### src/rtl/lane_splitter_pkg.sv
package lane_splitter_pkg;
  // strobes from the sequencer to the datapath
  typedef struct packed {
    logic load;      // latch an accepted request
    logic inSecond;  // second half of a split word is on the bus
    logic takeLow;   // keep the high-lane byte of the first half
    logic finish;    // final transaction completed this cycle
  } strobe_t;
endpackage

### src/rtl/lane_splitter_ctrl.sv
module lane_splitter_ctrl
  import lane_splitter_pkg::*;
(
  input  logic    clk,
  input  logic    rstN,
  input  logic    reqValid,
  input  logic    memDone,
  input  logic    needSplit,
  output logic    reqReady,
  output logic    memReq,
  output strobe_t strobe
);
  typedef enum logic [1:0] {IDLE, FIRST, SECOND} state_t;
  state_t state, nextState;

  always_comb begin
    nextState = state;
    strobe    = '0;
    unique case (state)
      IDLE: begin
        if (reqValid) begin
          strobe.load = 1'b1;
          nextState   = FIRST;
        end
      end
      FIRST: begin
        if (memDone) begin
          if (needSplit) begin
            strobe.takeLow = 1'b1;
            nextState      = SECOND;
          end else begin
            strobe.finish = 1'b1;
            nextState     = IDLE;
          end
        end
      end
      SECOND: begin
        strobe.inSecond = 1'b1;
        if (memDone) begin
          strobe.finish = 1'b1;
          nextState     = IDLE;
        end
      end
      default: nextState = IDLE;
    endcase
  end

  always_ff @(posedge clk or negedge rstN) begin
    if (!rstN) state <= IDLE;
    else       state <= nextState;
  end

  assign reqReady = (state == IDLE);
  assign memReq   = (state != IDLE);
endmodule

### src/rtl/lane_splitter_dp.sv
module lane_splitter_dp
  import lane_splitter_pkg::*;
#(
  parameter int ADDR_W = 20,
  parameter int DATA_W = 16
) (
  input  logic              clk,
  input  logic              rstN,
  input  strobe_t           strobe,
  input  logic              memReq,
  input  logic              reqWrite,
  input  logic              reqWord,
  input  logic [ADDR_W-1:0] reqAddr,
  input  logic [DATA_W-1:0] reqWdata,
  input  logic [DATA_W-1:0] memRdata,
  output logic              needSplit,
  output logic              rspValid,
  output logic [DATA_W-1:0] rspData,
  output logic              memWrite,
  output logic [ADDR_W-1:0] memAddr,
  output logic              memHiEnN,
  output logic [DATA_W-1:0] memWdata
);
  localparam int LANE_W = DATA_W / 2;

  logic [ADDR_W-1:0] addrReg;
  logic [DATA_W-1:0] wdataReg;
  logic              isWord, isWrite, fullWord;
  logic [LANE_W-1:0] lowByte, sendByte;
  logic [DATA_W-1:0] readResult;

  assign needSplit = isWord & addrReg[0];
  assign fullWord  = isWord & ~addrReg[0];

  // second half of a split word sits one byte above, wrapping at the top
  assign memAddr  = strobe.inSecond ? addrReg + ADDR_W'(1) : addrReg;
  assign memHiEnN = ~(memReq & (memAddr[0] | fullWord));
  assign memWrite = memReq & isWrite;

  // write lanes: single bytes are copied onto both lanes, the enables pick one
  assign sendByte = strobe.inSecond ? wdataReg[DATA_W-1:LANE_W] : wdataReg[LANE_W-1:0];
  assign memWdata = fullWord ? wdataReg : {sendByte, sendByte};

  always_comb begin
    if (fullWord)
      readResult = memRdata;
    else if (strobe.inSecond)
      readResult = {memRdata[LANE_W-1:0], lowByte};
    else if (addrReg[0])
      readResult = {{LANE_W{1'b0}}, memRdata[DATA_W-1:LANE_W]};
    else
      readResult = {{LANE_W{1'b0}}, memRdata[LANE_W-1:0]};
  end

  always_ff @(posedge clk or negedge rstN) begin
    if (!rstN) begin
      addrReg  <= '0;
      wdataReg <= '0;
      isWord   <= 1'b0;
      isWrite  <= 1'b0;
      lowByte  <= '0;
      rspValid <= 1'b0;
      rspData  <= '0;
    end else begin
      if (strobe.load) begin
        addrReg  <= reqAddr;
        wdataReg <= reqWdata;
        isWord   <= reqWord;
        isWrite  <= reqWrite;
      end
      if (strobe.takeLow) lowByte <= memRdata[DATA_W-1:LANE_W];
      rspValid <= strobe.finish & ~isWrite;
      if (strobe.finish & ~isWrite) rspData <= readResult;
    end
  end
endmodule

### src/rtl/lane_splitter.sv
module lane_splitter
  import lane_splitter_pkg::*;
#(
  parameter int ADDR_W = 20,
  parameter int DATA_W = 16
) (
  input  logic              clk,
  input  logic              rstN,
  input  logic              reqValid,
  output logic              reqReady,
  input  logic              reqWrite,
  input  logic              reqWord,
  input  logic [ADDR_W-1:0] reqAddr,
  input  logic [DATA_W-1:0] reqWdata,
  output logic              rspValid,
  output logic [DATA_W-1:0] rspData,
  output logic              memReq,
  output logic              memWrite,
  output logic [ADDR_W-1:0] memAddr,
  output logic              memHiEnN,
  output logic [DATA_W-1:0] memWdata,
  input  logic [DATA_W-1:0] memRdata,
  input  logic              memDone
);
  strobe_t strobe;
  logic    needSplit;

  lane_splitter_ctrl u_ctrl (
    .clk(clk), .rstN(rstN), .reqValid(reqValid), .memDone(memDone),
    .needSplit(needSplit), .reqReady(reqReady), .memReq(memReq), .strobe(strobe)
  );

  lane_splitter_dp #(.ADDR_W(ADDR_W), .DATA_W(DATA_W)) u_dp (
    .clk(clk), .rstN(rstN), .strobe(strobe), .memReq(memReq),
    .reqWrite(reqWrite), .reqWord(reqWord), .reqAddr(reqAddr), .reqWdata(reqWdata),
    .memRdata(memRdata), .needSplit(needSplit), .rspValid(rspValid), .rspData(rspData),
    .memWrite(memWrite), .memAddr(memAddr), .memHiEnN(memHiEnN), .memWdata(memWdata)
  );
endmodule

### config.mk
export PLATFORM = sky130hd
export DESIGN_NAME = lane_splitter
export DESIGN_NICKNAME = d
export VERILOG_FILES = /design/src/rtl/lane_splitter_pkg.sv /design/src/rtl/lane_splitter_ctrl.sv /design/src/rtl/lane_splitter_dp.sv /design/src/rtl/lane_splitter.sv
export SDC_FILE = /design/constraint.sdc
export NUM_CORES = 1
export LEC_CHECK = 0
export BUFFER_PORTS_ARGS = -buffer_cell sky130_fd_sc_hd__buf_4
export CAP_MARGIN = 0
export CORE_MARGIN = 2
export CORE_UTILIZATION = 50
export DETAILED_ROUTE_END_ITERATION = 10
export GPL_TIMING_DRIVEN = 0
export HOLD_SLACK_MARGIN = 0.02
export PLACE_DENSITY = 0.88
export SLEW_MARGIN = 20
export SYNTH_ARGS = -nofsm -noshare
export SYNTH_HDL_FRONTEND = slang
export SYNTH_SLANG_ARGS = --single-unit
### constraint.sdc
create_clock -name clk -period 2.29 [get_ports clk]
set_input_delay 0.229 -clock clk [delete_from_list [all_inputs] [get_ports clk]]
set_output_delay 0.229 -clock clk [all_outputs]
set_load 0.02 [all_outputs]
# ---- Yosys cells after proc, flatten, opt, wreduce, memory -nomap -nowiden
# Cells that the tools add are included.
dict set report totals {
  regBits 65
  latch_bits 0
  ramBits 0
  rom_bits 0
  in_bits 58
  mem_count 0
}
dict set report op_classes {
  add_sub_neg 1
  n_mul 0
  n_div 0
  order_cmp 0
  n_eq_ne 5
  shifts 0
  muxes 20
  n_bitwise 9
  reduce_logical 3
}
# cell n
set ops {}
lappend ops {{$mux 16} 3}
lappend ops {{$add 20x1->20 const B} 1}
lappend ops {{$mux 20} 1}
lappend ops {{$mux 8} 2}
lappend ops {{$mux 2} 5}
lappend ops {{$mux 1} 7}
lappend ops {{$ne 2x2->1 const B} 3}
lappend ops {{$pmux 2 s3} 1}
lappend ops {{$and 1x1->1} 5}
lappend ops {{$not 1->1} 3}
lappend ops {{$reduce_and 3->1} 1}
lappend ops {{$eq 2x1->1 const B} 1}
lappend ops {{$eq 2x2->1 const B} 1}
lappend ops {{$logic_not 2->1} 1}
lappend ops {{$pmux 1 s2} 1}
lappend ops {{$reduce_bool 2->1} 1}
lappend ops {{$or 1x1->1} 1}

# ---- Depth between registers and ports, before layout
dict set report depth {
  depth_word 6
  mapped_depth 8
  mapped_depth_nobuf 6
}

# ---- Modules after synthesis
# A second synthesis with hierarchy kept.
dict set report unflattened {
  cells_unflattened 302
  area_unflattened_um2 3413.3
}
# mod instances cells_each area_each_um2 seq_area_each_um2
set by_module_without_submodules {}
lappend by_module_without_submodules {lane_splitter_dp 1 281 3221.8 1576.5}
lappend by_module_without_submodules {lane_splitter_ctrl 1 21 191.4 50.0}

# ---- Least setup slack after synthesis
# Ideal clock, no wire load.
dict set report synth_path {
  kind {reg2out}
  start {reg u_ctrl.state[0]}
  end {out memHiEnN}
  arrival_ns 1.752
  t_required_ns 2.061
  slack_ns 0.309
  path_stages_with_launch 7
  n_path_buf 2
  cell_sequence {dfrtp_1 inv_1 ha_1 clkbuf_8 clkbuf_1 xor2_1 o21ai_0}
}
dict set report synth_via {
  elab_chain_cells 6
  elab_cells_between_ends 7
  cone_classes {1 x eq/ne; 2 x mux; 3 x bitwise; 1 x reduce/logical}
}
# item line_no
set synth_lines {}
lappend synth_lines {{from (decl)} lane_splitter_ctrl.sv:14} ;# state_t state, nextState;
lappend synth_lines {{from (signal assigned)} lane_splitter_ctrl.sv:50} ;# else state <= nextState;
lappend synth_lines {{$eq 2x2->1} lane_splitter_ctrl.sv:19} ;# unique case (state)
lappend synth_lines {{$mux 1} lane_splitter_ctrl.sv:19}
lappend synth_lines {{$mux 20} lane_splitter_dp.sv:36} ;# assign memAddr = strobe.inSecond ? addrReg + ADDR_W'(1) : addrReg;
lappend synth_lines {{net memAddr[0]} lane_splitter.sv:19} ;# output logic [ADDR_W-1:0] memAddr,
lappend synth_lines {{$or 1x1->1} lane_splitter_dp.sv:37} ;# assign memHiEnN = ~(memReq & (memAddr[0] | fullWord));
lappend synth_lines {{$and 1x1->1} lane_splitter_dp.sv:37}
lappend synth_lines {{$not 1->1} lane_splitter_dp.sv:37}
lappend synth_lines {{to (decl)} lane_splitter.sv:20} ;# output logic memHiEnN,
# The timed path passes the listed nets, and every way through them passes these cells.

# ---- Worst setup path in the final report
dict set report layout_path {
  start {reg u_ctrl.state[0]}
  end {out memAddr[19]}
}
dict set report layout_via {
  elab_chain_cells 3
}
# item line_no
set layout_lines {}
lappend layout_lines {{$eq 2x2->1} lane_splitter_ctrl.sv:19}
lappend layout_lines {{$mux 1} lane_splitter_ctrl.sv:19}
lappend layout_lines {{$mux 20} lane_splitter_dp.sv:36}
lappend layout_lines {{to (decl)} lane_splitter.sv:19}
# Every way passes these cells.

==> results.toml <==
[layout]
fin_area_um2 = 4654
regArea_um2 = 1627
diodes = 0
layout_commonest_cell = "buf_4"
drive_gt1_share_pct = 54.78
final_cell_mix = "buf_4 (127), dfrtp_1 (65), mux2_2 (63), nand2_1 (23), xnor2_1 (13)"
nFillCells = 485
multi_input_area_um2 = 1709
finish.net_count = 487
area_delta_synth_final_pct = 36.81
stdcell_count = 509

[logic_synthesis]
ys.flop_type = "dfrtp_1"
synth-compound-area-share_pct = 8.974
netlist_area_um2 = 3402
synth.avg_cell_area_um2 = 11.77
syn_nets = 351
synth-adder-area-share_pct = 1.471
synth.largest_area_cell = "dfrtp_1"
synth_top_family_by_area = "multiplexers"
synth-warning-count = 0
muxShareOfSynthArea_pct = 20.85
ys_async_sr_fraction_pct = 100.0
yosysUniqueCellTypes = 35
synth.area.top_cells = "dfrtp_1 (48%), mux2_2 (21%), xnor2_1 (3.6%), nand2_1 (2.8%), and3_1 (1.8%)"
synth_xor_area_share_pct = 4.892
synth.ff_latch_count = 65
syn_inst = 289
synth_simple_gate_area_share_pct = 12.65
yosysTopAreaCellShare_pct = 47.81
synth-edff-count = 0
ys_seq_area_share_pct = 47.81

[detailed_routing]
wl_per_cell_um = 17.53
vias_per_cell = 5.556
drt_wl_total_mm = 8.923
postRouteAntennaNets = 0
num_vias = 2828
first_pass_iters = 4
drc_errors = 0
drtIter0Drc = 141

[critical_path]
end_kind = "primary output"
critPathMaxFanout = 4
crit_required_ns = 2.06
rr_worst_depth = 7
reg2reg_to = "u_dp.addrReg[3]$_DFFE_PN0P_"
critPathKind = "register to primary output"
r2r_start = "u_ctrl.state[0]$_DFFE_PN0P_"
cp-start-kind = "register"
worst_ep_arrival_time_ns = 1.99
ff2ff_setup_slack_ns = 0.38

[status]
status = "finished clean"

[global_routing]
antenna_found_initial = 0
grt_pass1_wl_mm = 14.26
gr-usage-all-layers_pct = 24.67
grt_pass1_vias = 2960
grt-ovfl-total = 0
grt_max_degree = 66

[sta]
setup_violations = 0
rsz0062_at_grt = "true"
holdWs_ns = 0.1094
relSlewSlack_pct = 44.59
worst_slack_ns = 0.07280
worstMarginPinSlew_ns = 0.8311
post-route-min-period_ns = 2.217
finalHoldViolations = 0
slew_violations = 0
max_freq_ghz = 0.4510
fin_crit_sh_pct = 96.82
fin_worst_skew_ns = 0.01001

[die]
coreArea_um2 = 6681
die_area_um2 = 7480
ioPinCount = 115
die_w_um = 86.49
start_util_pct = 50.92
row_count = 30
die_h_um = 86.49

[worst_hold_path]
hp-class = "input port to register"
hold_end = "u_dp.addrReg[18]$_DFFE_PN0P_"
worstHoldStart = "reqAddr[18]"
min_path_cells = 2

[cts]
cts-root-buf = "clkbuf_8"
clock-sinks = 65
cts_tree = "built"
cts.clk_slew.worst_paths_ns = 0.07
cts_buffers = 9
worstSkewPairLatency_ns = 0.35
h-tree-depth = 3
clockBufferDepth = 2

[placement]
place.detailed.hpwl_mm = 6.264
place_congestion = 0.8589
place_area_um2 = 4358
place_inst = 483
pre_cts_slack_ns = 0.1516
port_buffers = 114

[pwr]
total_power_w = 0.006858
powerDensity_nw_per_um2 = 1473
irDropWorstVdd_mv = 0.8799
power.leakage_nw = 2.219

[job]
maxCapViolations = 0
cell type report:
cell class,count,area share [%]
plain buffers,14,1.694
clock buffers,11,3.038
clock inverters,4,0.4301
inverters,6,0.4839
multi-input cells,202,36.72
flip-flops and latches,65,34.95
well taps,80,2.151
repair buffers,127,20.54
Yosys cell counts, types with 4 or more instances:
| master | number |
|---|---|
| o21ai_0 | 9 |
| nand4_1 | 4 |
| nor2_1 | 4 |
| a211oi_1 | 8 |
| nand2_1 | 25 |
| buf_2 | 11 |
| dfrtp_1 | 65 |
| a21oi_1 | 10 |
| o31ai_1 | 8 |
| and3_1 | 10 |
| nand3_1 | 4 |
| inv_1 | 6 |
| mux2_2 | 63 |
| nor2b_1 | 9 |
| o22ai_1 | 8 |
| xor2_1 | 5 |
| ha_1 | 4 |
| xnor2_1 | 14 |
worst max-delay path: stages, from the launching register on:
cell     delay [ns]
dfrtp_1        0.39
inv_2          0.08
ha_4           0.16
nand4_1        0.18
nor4_4         0.26
nand3_1        0.16
xnor2_1        0.23
buf_4          0.18
state kept, by name (all words and copies together), names as in the netlist:
| register | flops |
|---|---|
| u_dp.wdataReg | 16 |
| u_dp.addrReg | 20 |
| u_dp.isWord | 1 |
| u_dp.rspData | 16 |
| u_dp.rspValid | 1 |
| u_ctrl.state | 2 |
| u_dp.lowByte | 8 |
| u_dp.isWrite | 1 |
metrics by stage:
| step | utilization (%) | setup TNS, ns |
|---|---|---|
| final | 69.66 | 0 |
| after global routing | 69.66 | -0.03848 |
| after CTS | 69.27 | -0.5645 |
| after detailed placement | 65.22 | 0 |
| after global placement | 65.22 | 0 |
| after floorplan | - | 0 |
power breakdown:
part,switching (W),internal [W],total [W]
clock network,0.000428,0.000409,0.000837
registers,0.000502,0.00168,0.00218
logic,0.00199,0.00186,0.00384
total,0.00292,0.00394,0.00686
kinds of logic after synthesis:
family | after synthesis
and+or+nand+nor | 68
DFF | 65
muxes | 63
AOI/OAI and AO/OA | 48
buffers and inverters | 22
xor gates and xnor gates | 19
adders and majority gates | 4
routing by layer:
metal,global-route usage [%],part of all wire (%),vias to the layer above
met4,11.22,2.0,0
met5,0,0,-
li1,-,-,1315
met3,4.381,4.0,17
met1,29.58,40,1422
met2,43.15,54,74
repair_timing:
item / CTS / global route
setup buffers: 8 / 4
gates resized for setup: 11 / 2
setup endpoints to repair: 14 / 22
pin swaps: 10 / 10
hold buffers: 1 / 0
gates cloned: 0 / 0
endpoints found under the hold margin: 37 / 0
how the worst max path moves through the flow:
stage / start / endpoint / cells past startpoint
detailed placement: u_ctrl.state[0]$_DFFE_PN0P_ / memAddr[19] / 8
global route: u_ctrl.state[0]$_DFFE_PN0P_ / memAddr[9] / 8
floorplan: u_ctrl.state[0]$_DFFE_PN0P_ / memHiEnN / 6
finish: u_ctrl.state[0]$_DFFE_PN0P_ / memAddr[19] / 7
CTS: u_ctrl.state[0]$_DFFE_PN0P_ / memAddr[19] / 8
global placement: u_ctrl.state[0]$_DFFE_PN0P_ / memAddr[17] / 8
Power figures use the tool's default switching activity.
